<file path="src/rtl/hcc_pkg.sv">
package hcc_pkg;

  typedef enum logic [1:0] {
    ST_ZERO = 2'd0,
    ST_POS  = 2'd1,
    ST_NEG  = 2'd2
  } legState_t;

  // strobes from the top to every leg
  typedef struct packed {
    logic advance;
    logic twoLevel;
  } legStrobe_t;

  // comparison results from the error datapath to the leg control
  typedef struct packed {
    logic reachPos;   // err >= h
    logic reachNeg;   // err <= -h
    logic inInner;    // |err| <= del
    logic overHalf;   // err > h>>1
    logic underHalf;  // err < -(h>>1)
  } bandHits_t;

endpackage

</file>
<file path="src/rtl/hcc_err_dp.sv">
module hcc_err_dp #(
  parameter int CUR_W = 16
) (
  input  logic [CUR_W-1:0]  refVal,
  input  logic [CUR_W-1:0]  actVal,
  input  logic [CUR_W-1:0]  bandOuter,
  input  logic [CUR_W-1:0]  bandInner,
  output hcc_pkg::bandHits_t hits
);
  localparam int ERR_W = CUR_W + 1;

  logic signed [ERR_W-1:0] errVal;
  logic signed [ERR_W-1:0] outerP, outerN;
  logic signed [ERR_W-1:0] innerP, innerN;
  logic signed [ERR_W-1:0] halfP, halfN;

  always_comb begin
    // sign-extend by one bit so the difference never wraps
    errVal = $signed({refVal[CUR_W-1], refVal}) - $signed({actVal[CUR_W-1], actVal});
    outerP = $signed({1'b0, bandOuter});
    outerN = -outerP;
    innerP = $signed({1'b0, bandInner});
    innerN = -innerP;
    halfP  = $signed({2'b00, bandOuter[CUR_W-1:1]});
    halfN  = -halfP;
  end

  always_comb begin
    hits.reachPos  = (errVal >= outerP);
    hits.reachNeg  = (errVal <= outerN);
    hits.inInner   = (errVal <= innerP) && (errVal >= innerN);
    hits.overHalf  = (errVal > halfP);
    hits.underHalf = (errVal < halfN);
  end

endmodule

</file>
<file path="src/rtl/hcc_leg_ctrl.sv">
module hcc_leg_ctrl (
  input  logic                clk,
  input  logic                rst_n,
  input  hcc_pkg::legStrobe_t strobe,
  input  hcc_pkg::bandHits_t  hits,
  output logic [1:0]          stateCode,
  output logic                gateHigh,
  output logic                gateLow
);
  import hcc_pkg::*;

  legState_t stateQ, stateNext;
  logic      gateHighQ, gateLowQ;
  logic      gateHighNext, gateLowNext;

  // next-state selection
  always_comb begin
    stateNext = stateQ;
    if (strobe.twoLevel) begin
      if (hits.overHalf)        stateNext = ST_POS;
      else if (hits.underHalf)  stateNext = ST_NEG;
      else if (stateQ != ST_POS) stateNext = ST_NEG;
    end else begin
      if (hits.reachPos)        stateNext = ST_POS;
      else if (hits.reachNeg)   stateNext = ST_NEG;
      else if (hits.inInner)    stateNext = ST_ZERO;
    end
  end

  // gate decode; any other code acts as zero
  always_comb begin
    case (stateNext)
      ST_POS:  begin gateHighNext = 1'b1; gateLowNext = 1'b0; end
      ST_NEG:  begin gateHighNext = 1'b0; gateLowNext = 1'b1; end
      default: begin gateHighNext = 1'b0; gateLowNext = 1'b0; end
    endcase
  end

  always_ff @(posedge clk) begin
    if (!rst_n) begin
      stateQ    <= ST_ZERO;
      gateHighQ <= 1'b0;
      gateLowQ  <= 1'b0;
    end else if (strobe.advance) begin
      stateQ    <= stateNext;
      gateHighQ <= gateHighNext;
      gateLowQ  <= gateLowNext;
    end
  end

  assign stateCode = stateQ;
  assign gateHigh  = gateHighQ;
  assign gateLow   = gateLowQ;

  AST_LEGAL_CODE: assert property (@(posedge clk) disable iff (!rst_n)
    stateQ != 2'd3);
  AST_NO_BOTH_ON: assert property (@(posedge clk) disable iff (!rst_n)
    !(gateHighQ && gateLowQ));
  AST_GATE_FOLLOWS: assert property (@(posedge clk) disable iff (!rst_n)
    (gateHighQ == (stateQ == ST_POS)) && (gateLowQ == (stateQ == ST_NEG)));
  AST_HOLD_IDLE: assert property (@(posedge clk) disable iff (!rst_n)
    !strobe.advance |=> $stable(stateQ) && $stable(gateHighQ) && $stable(gateLowQ));
  AST_TWO_LEVEL_COMPL: assert property (@(posedge clk) disable iff (!rst_n)
    strobe.advance && strobe.twoLevel |=> gateHighQ != gateLowQ);
  AST_OUTER_POS: assert property (@(posedge clk) disable iff (!rst_n)
    strobe.advance && !strobe.twoLevel && hits.reachPos |=> stateQ == ST_POS);
  AST_OUTER_NEG: assert property (@(posedge clk) disable iff (!rst_n)
    strobe.advance && !strobe.twoLevel && hits.reachNeg && !hits.reachPos |=> stateQ == ST_NEG);

endmodule

</file>
<file path="src/rtl/tri_band_current_ctrl.sv">
module tri_band_current_ctrl #(
  parameter int CUR_W  = 16,
  parameter int PHASES = 3
) (
  input  logic                      clk,
  input  logic                      rst_n,
  input  logic                      sampleValid,
  input  logic                      twoLevelMode,
  input  logic [CUR_W-1:0]          bandOuter,
  input  logic [CUR_W-1:0]          bandInner,
  input  logic [PHASES*CUR_W-1:0]   refCur,
  input  logic [PHASES*CUR_W-1:0]   actCur,
  output logic [2*PHASES-1:0]       stateCode,
  output logic [PHASES-1:0]         gateHigh,
  output logic [PHASES-1:0]         gateLow
);
  import hcc_pkg::*;

  legStrobe_t strobe;

  always_comb begin
    strobe.advance  = sampleValid;
    strobe.twoLevel = twoLevelMode;
  end

  for (genvar p = 0; p < PHASES; p++) begin : g_leg
    bandHits_t hits;

    hcc_err_dp #(.CUR_W(CUR_W)) i_dp (
      .refVal    (refCur[p*CUR_W +: CUR_W]),
      .actVal    (actCur[p*CUR_W +: CUR_W]),
      .bandOuter (bandOuter),
      .bandInner (bandInner),
      .hits      (hits)
    );

    hcc_leg_ctrl i_ctrl (
      .clk       (clk),
      .rst_n     (rst_n),
      .strobe    (strobe),
      .hits      (hits),
      .stateCode (stateCode[2*p +: 2]),
      .gateHigh  (gateHigh[p]),
      .gateLow   (gateLow[p])
    );
  end

endmodule

</file>
<file path="config.mk">
export PLATFORM = sky130hd
export DESIGN_NAME = tri_band_current_ctrl
export DESIGN_NICKNAME = d
export VERILOG_FILES = /design/src/rtl/hcc_pkg.sv /design/src/rtl/hcc_err_dp.sv /design/src/rtl/hcc_leg_ctrl.sv /design/src/rtl/tri_band_current_ctrl.sv
export SDC_FILE = /design/constraint.sdc
export NUM_CORES = 1
export LEC_CHECK = 0
export BUFFER_PORTS_ARGS = -buffer_cell sky130_fd_sc_hd__buf_4
export CORE_UTILIZATION = 55
export DETAILED_ROUTE_END_ITERATION = 6
export HOLD_SLACK_MARGIN = 0.02
export PLACE_DENSITY = 0.81
export SYNTH_ARGS = -nofsm -noshare
export SYNTH_HDL_FRONTEND = slang
export SYNTH_SLANG_ARGS = --single-unit
</file>
<file path="constraint.sdc">
create_clock -name clk -period 5.4 [get_ports clk]
set_input_delay 1.08 -clock clk [delete_from_list [all_inputs] [get_ports clk]]
set_output_delay 1.08 -clock clk [all_outputs]
set_load 0.01 [all_outputs]
</file>
# Word level (Yosys, flattened, before mapping)
# Index checks and enable logic that the tools add are counted.
op_classes:
  add_sub_neg: 6
  n_lt_le_gt_ge: 18
  eq_ne: 9
  muxes: 27
  reduce_logical: 3
ops:
  columns: ["cell", "n"]
  rows:
  - ["$ge 17x17->1", 6]
  - ["$le 17x17->1", 6]
  - ["$gt 17x16->1", 3]
  - ["$lt 17x17->1", 3]
  - ["$sub 16x16->17", 3]
  - ["$mux 2", 21]
  - ["$neg 16->17", 2]
  - ["$neg 15->17", 1]
  - ["$eq 2x1->1 const B", 3]
  - ["$eq 2x2->1 const B", 3]
  - ["$mux 1", 6]
  - ["$ne 2x1->1 const B", 3]
  - ["$logic_and 1x1->1", 3]
word_totals:
  register_bits: 12
  input_bits: 132
  out_inout_bits: 12
  word_cells: 72

# Depth between registers and ports, before layout
logic_depth:
  word_depth: 9
  depth_mapped: 22
  ltp_nobuf: 22

# Modules after synthesis
# Synthesis repeated with hierarchy kept, for this count alone.
unflattened:
  cells_unflattened: 1641
  area_unflattened_um2: 12334.3
modules_own_cells:
  columns: ["mod", "instances", "cells_each", "area_each_um2", "seq_area_each_um2"]
  rows:
  - ["hcc_err_dp (g_leg[0].i_dp ...)", 2, 537, 4023.9, 0.0]
  - ["hcc_err_dp (g_leg[1].i_dp)", 1, 498, 3652.3, 0.0]
  - ["hcc_leg_ctrl", 3, 23, 211.5, 80.1]

# Worst setup path after synthesis
# Ideal clock, no wire load.
synth_timing:
  path_type: "input port to flip-flop"
  from: "in refCur[0]"
  to: "reg g_leg[0].i_ctrl.gateHighQ"
  setup_time_ps: 118
  arrival_time_ps: 5029
  t_required_ps: 5282
  setup_slack_ps: 254
  path_stages: 22
  path_buffers: 0
  cell_sequence: "inv_1 ha_1 fa_1 nor2b_1 o31a_1 o211ai_1 a21boi_0 o21ai_0 a21oi_1 o21a_1 nor2_1 xnor2_1 ha_1 a21o_1 a211o_1 or3_1 a221oi_2 a221oi_1 a21bo_2 a22oi_1 a22oi_1 o2111a_1"
synth_via:
  elab_chain_len: 9
  elab_cells_between_ends: 16
  classes_between: "1 x add/sub; 6 x order compare; 1 x eq/ne; 7 x mux; 1 x reduce/logical"
synth_rtl:
  columns: ["item", "line", "source"]
  rows:
  - ["from (decl)", "tri_band_current_ctrl.sv:11", "input logic [PHASES*CUR_W-1:0] refCur,"]
  - ["$sub 16x16->17 *", "hcc_err_dp.sv:19", "errVal = $signed({refVal[CUR_W-1], refVal}) - $signed({actVal[CUR_W-1], actVal});"]
  - ["$le 17x17->1 or $ge 17x17->1 (tied branches)", "hcc_err_dp.sv:31", "hits.inInner = (errVal <= innerP) && (errVal >= innerN);"]
  - ["$logic_and 1x1->1", "hcc_err_dp.sv:31", null]
  - ["$mux 2", "hcc_leg_ctrl.sv:26", "else if (hits.inInner) stateNext = ST_ZERO;"]
  - ["$mux 2", "hcc_leg_ctrl.sv:25", "else if (hits.reachNeg) stateNext = ST_NEG;"]
  - ["$mux 2", "hcc_leg_ctrl.sv:24", "if (hits.reachPos) stateNext = ST_POS;"]
  - ["$mux 2 *", "hcc_leg_ctrl.sv:19", "if (strobe.twoLevel) begin"]
  - ["$eq 2x1->1 *", "hcc_leg_ctrl.sv:32", "case (stateNext)"]
  - ["$mux 1 *", "hcc_leg_ctrl.sv:32", null]
  - ["to (signal assigned)", "hcc_leg_ctrl.sv:46", "gateHighQ <= gateHighNext;"]
  - ["to (decl)", "hcc_leg_ctrl.sv:13", "logic gateHighQ, gateLowQ;"]
# Mark *: on every way between the ends. The rest lies on a longest branch, timed or not.
# A chain may end at the register's enable or synchronous reset.

# Worst setup path in the final report
layout_timing:
  from: "in actCur[1]"
  to: "reg g_leg[0].i_ctrl.gateHighQ"
layout_via:
  elab_chain_len: 9
  elab_cells_between_ends: 16
  classes_between: "1 x add/sub; 6 x order compare; 1 x eq/ne; 7 x mux; 1 x reduce/logical"
layout_rtl:
  columns: ["item", "line", "source"]
  rows:
  - ["from (decl)", "tri_band_current_ctrl.sv:12", "input logic [PHASES*CUR_W-1:0] actCur,"]
  - ["$sub 16x16->17 *", "hcc_err_dp.sv:19", null]
  - ["$le 17x17->1 or $ge 17x17->1 (tied branches)", "hcc_err_dp.sv:31", null]
  - ["$logic_and 1x1->1", "hcc_err_dp.sv:31", null]
  - ["$mux 2", "hcc_leg_ctrl.sv:26", null]
  - ["$mux 2", "hcc_leg_ctrl.sv:25", null]
  - ["$mux 2", "hcc_leg_ctrl.sv:24", null]
  - ["$mux 2 *", "hcc_leg_ctrl.sv:19", null]
  - ["$eq 2x1->1 *", "hcc_leg_ctrl.sv:32", null]
  - ["$mux 1 *", "hcc_leg_ctrl.sv:32", null]
# Marks and branches as above.

==> implementation parameters <==
Parameter                              Value

Timing
  Worst-case clock skew ... 0.000694 ns
  Number of max-slew violations in the final report ... 0
  Measured slew at the worst slew-check pin ... 0.768 ns
  Peak clock frequency supported by timing ... 0.194 GHz
  Final worst path period share ... 95.5%
  Max_slew headroom ... 48.5%
  Number of hold violations in the final report ... 0
  Post-route minimum period ... 5.16 ns
  Minimum setup slack in the final design ... 0.243 ns
  Final setup violation count ... 0

Logic synthesis
  Yosys synthesis warning count ... 0
  Fraction of registers with async set/reset ... 0%
  Part of the Yosys area used for sequential elements ... 2.40%
  Cells after synthesis ... 1,307
  Post-synth top flop ... sky130_fd_sc_hd__dfxtp_1
  Most area-consuming cells after synthesis ... sky130_fd_sc_hd__ha_1 42%, sky130_fd_sc_hd__xnor2_1 5.3%, sky130_fd_sc_hd__a21oi_1 5.1%, sky130_fd_sc_hd__inv_1 4.2%, sky130_fd_sc_hd__o21ai_0 3.9%
  Net Count, Synth ... 1,778
  Most frequent cell after synthesis ... sky130_fd_sc_hd__ha_1
  Count of flip-flops with a built-in enable after synthesis ... 0
  Average size of a mapped cell ... 7.66 sq um
  Count of different cell masters after synthesis ... 64
  Cell types with the highest counts after synthesis ... 336 x sky130_fd_sc_hd__ha_1, 111 x sky130_fd_sc_hd__inv_1, 102 x sky130_fd_sc_hd__a21oi_1, 97 x sky130_fd_sc_hd__nor2_1, 80 x sky130_fd_sc_hd__nand2_1
  Post-synthesis register bit count ... 12
  Synthesized cell area ... 10,000 sq um
  Area share of the largest cell type after synthesis ... 42.0%
  Library cell with the largest summed area after synthesis ... sky130_fd_sc_hd__ha_1

CTS
  Root buffer selected by CTS ... sky130_fd_sc_hd__clkbuf_16
  Clock tree sinks ... 12
  Clock tree from TritonCTS ... done
  Clock buffer count from CTS ... 3
  Number of buffers on the longest clock path ... 2
  Clock-pin transition on the worst setup and hold timing paths ... 0.04 ns
  Maximum level of the CTS H-tree ... 1
  CTS Hold Buffers Added ... 0
  Later-pin clock latency in the skew report ... 0.24 ns

GRT
  Global route overflow ... 0
  Number of antenna violations at the first check in global routing ... 0
  Pin count of the biggest net entering global routing ... 21
  Global-route wire length before repair ... 49.3 mm
  Vias in the first global route ... 9,901
  Total routing usage reported by global routing ... 33.6%

Drt
  Routed wire length ... 31.7 mm
  Count of unresolved DRC violations after routing ... 0
  Post-DR vias/cell ... 6.31
  Initial DRC Count ... 960
  Residual antenna-violating net count after detailed routing ... 0
  Detailed-route wire length per cell ... 18.4 microns
  Via Count ... 10,876
  Number of detailed-routing iterations run before antenna repair ... 5

Pwr
  VDD IR-drop max ... 0.238 mV
  Static Leak ... 6.07 nW
  Power density over the cells ... 187 nW/um^2

Floorplanning
  Floorplan die height ... 137 microns
  # IOs ... 144
  Starting Density ... 57.1%
  Core area ... 17,500 sq um
  Width of the die ... 137 microns
  Die outline area ... 18,800 sq um
  Rows ... 48

Place
  Setup slack at placement ... -0.0156 ns
  Final Wtd Congestion ... 1.00
  Final HPWL from detailed placement ... 27.4 mm
  Port bufs ... 143
  Number of cells after detailed placement ... 1,717
  Instance area at placement ... 11,700 sq um

Cells and area
  Area taken by multi-input logic gates ... 9340 sq um
  Area used by sequential logic in the layout ... 240 sq um
  Design area ... 11,800 sq um
  Final net count ... 1,970
  Area growth from synthesis to layout ... 18.2%
  Filler instances ... 1,531
  Fraction of layout cells with a size suffix above 1 ... 14.8%
  Final non-filler cell total ... 1,723
  Post-layout util ... 67.5%

Critical path
  Worst-path maximum fanout ... 4
  Worst-path cell chain ... buf_4, inv_1, ha_1, nor2b_1, o31a_1, or4_4, and3_1, a41oi_2, o21bai_1, a21oi_1, xnor2_1, ha_1, a21o_1, a211o_1, or3_1, a221oi_2, a221oi_2, a21bo_2, a22oi_2, a22oi_1, o2111a_1
  Critical path endpoint category ... flop
  Worst EP arrival ... 5.29 ns
  Master of the slowest instance on the critical path ... sky130_fd_sc_hd__or4_4
  Crit Path Category ... input port to flop
  Biggest cell delay along the critical path ... 0.50 ns
  Req. time, crit path ... 5.53 ns
  Startpoint types ... input port

Outcome
  Run status ... complete, no violations

Hold path
  Kind of path behind the tightest hold check ... flop to flop

Run
  Max Cap Violations ... 0
==> sequential cells by signal, indices dropped and copies added, names as in the netlist <==
name and flops:
g_leg.i_ctrl.gateLow 3, g_leg.i_ctrl.stateCode 6, g_leg.i_ctrl.gateHigh 3
==> path summary, 6_finish.rpt <==
path	start	endpoint	slack (ns)	cells after the start
worst max-delay path	actCur[1]	g_leg[0].i_ctrl.gateHigh$_SDFFE_PN0P_	0.24	21
worst min-delay path	g_leg[0].i_ctrl.gateLow$_SDFFE_PN0P_	g_leg[0].i_ctrl.gateLow$_SDFFE_PN0P_	0.49	2
worst max register to register	g_leg[0].i_ctrl.stateCode[1]$_SDFFE_PN0P_	g_leg[0].i_ctrl.gateHigh$_SDFFE_PN0P_	4.05	4
worst min register to register	g_leg[0].i_ctrl.gateLow$_SDFFE_PN0P_	g_leg[0].i_ctrl.gateLow$_SDFFE_PN0P_	0.49	2
==> worst max-delay path: cells and delay by family <==
kind / cells / cell delay [ns]
adders and majority gates: 2 / 0.48
and+or+nand+nor: 4 / 1.20
AOI/OAI and AO/OA: 12 / 2.23
xor gates and xnor gates: 1 / 0.16
buffers and inverters: 2 / 0.13
==> layout make-up <==
cell class	count	area share, %
timing repair buffer	198	12.6
inverter	111	3.52
tap	225	2.38
antenna	1	0.0211
multi-input combinational	1173	78.9
clock buffer	3	0.634
sequential	12	2.03
==> repair_timing <==
| item | CTS | global route |
|---|---|---|
| hold endpoints to repair | 0 | 0 |
| gates resized for setup | 0 | 9 |
| setup endpoints to repair | 0 | 6 |
| setup buffers | 0 | 2 |
==> cell families (layout without fill, tap and decap cells) <==
family	count (synthesis)	after routing	share of synthesized area (%)
adder cells (fa/ha/maj)	339	339	42.6
XOR/XNOR	73	73	6.38
AO/OA/AOI/OAI	382	382	24.8
other	0	1	0
flip-flops	12	12	2.40
buffers and inverters	122	312	4.80
AND/OR/NAND/NOR	379	379	19.1
==> power breakdown <==
group / total (mW) / leakage, nW / switching, mW / internal (mW)
logic: 1.98 / 5.93 / 1.12 / 0.857
clock network: 0.134 / 0.0370 / 0.0375 / 0.0963
registers: 0.110 / 0.0991 / 0.00968 / 0.101
==> stage by stage <==
stage          hold WS, ns  power [mW]  TNS [ns]
6_report             0.486        2.22         0
3_5_place_dp         0.476        2.01   -0.0156
4_1_cts              0.484        2.15         0
3_3_place_gp         0.468        1.94         0
2_1_floorplan        0.451        1.38         0
5_1_grt              0.519        2.45   -0.0106
==> cells in the final DEF, fill, tap and decap left out, types with 5 or more instances in the layout <==
| master | instances |
|---|---|
| sky130_fd_sc_hd__a211oi_1 | 30 |
| sky130_fd_sc_hd__xor2_1 | 11 |
| sky130_fd_sc_hd__a21o_1 | 36 |
| sky130_fd_sc_hd__nand2_1 | 80 |
| sky130_fd_sc_hd__and3_1 | 6 |
| sky130_fd_sc_hd__nand4_1 | 36 |
| sky130_fd_sc_hd__nand3_1 | 39 |
| sky130_fd_sc_hd__o21a_1 | 26 |
| sky130_fd_sc_hd__nand3b_1 | 6 |
| sky130_fd_sc_hd__a31oi_1 | 10 |
| sky130_fd_sc_hd__inv_1 | 111 |
| sky130_fd_sc_hd__o21ai_1 | 5 |
| sky130_fd_sc_hd__a21oi_1 | 102 |
| sky130_fd_sc_hd__a22oi_1 | 5 |
| sky130_fd_sc_hd__dfxtp_1 | 12 |
| sky130_fd_sc_hd__buf_4 | 198 |
| sky130_fd_sc_hd__nor3_1 | 27 |
| sky130_fd_sc_hd__or3_1 | 9 |
| sky130_fd_sc_hd__o31a_1 | 5 |
| sky130_fd_sc_hd__and4_1 | 13 |
| sky130_fd_sc_hd__nand2b_1 | 11 |
| sky130_fd_sc_hd__o21bai_1 | 8 |
| sky130_fd_sc_hd__and2_1 | 5 |
| sky130_fd_sc_hd__xnor2_1 | 60 |
| sky130_fd_sc_hd__o211a_1 | 5 |
| sky130_fd_sc_hd__a211o_1 | 6 |
| sky130_fd_sc_hd__o21ai_0 | 79 |
| sky130_fd_sc_hd__o211ai_1 | 12 |
| sky130_fd_sc_hd__o31ai_1 | 8 |
| sky130_fd_sc_hd__nor2b_1 | 27 |
| sky130_fd_sc_hd__nor2_1 | 97 |
| sky130_fd_sc_hd__ha_1 | 336 |
| sky130_fd_sc_hd__nor4_1 | 9 |
==> per-layer routing <==
metal  share of wire [%]  vias to the layer above  track usage, %
met5                   0                        -               0
met2                  44                      514            55.7
met4                 4.9                        0            15.9
met3                 9.0                      105            3.59
li1                    -                     5330               -
met1                  42                     4927            43.3
Power figures use the tool's default switching activity.
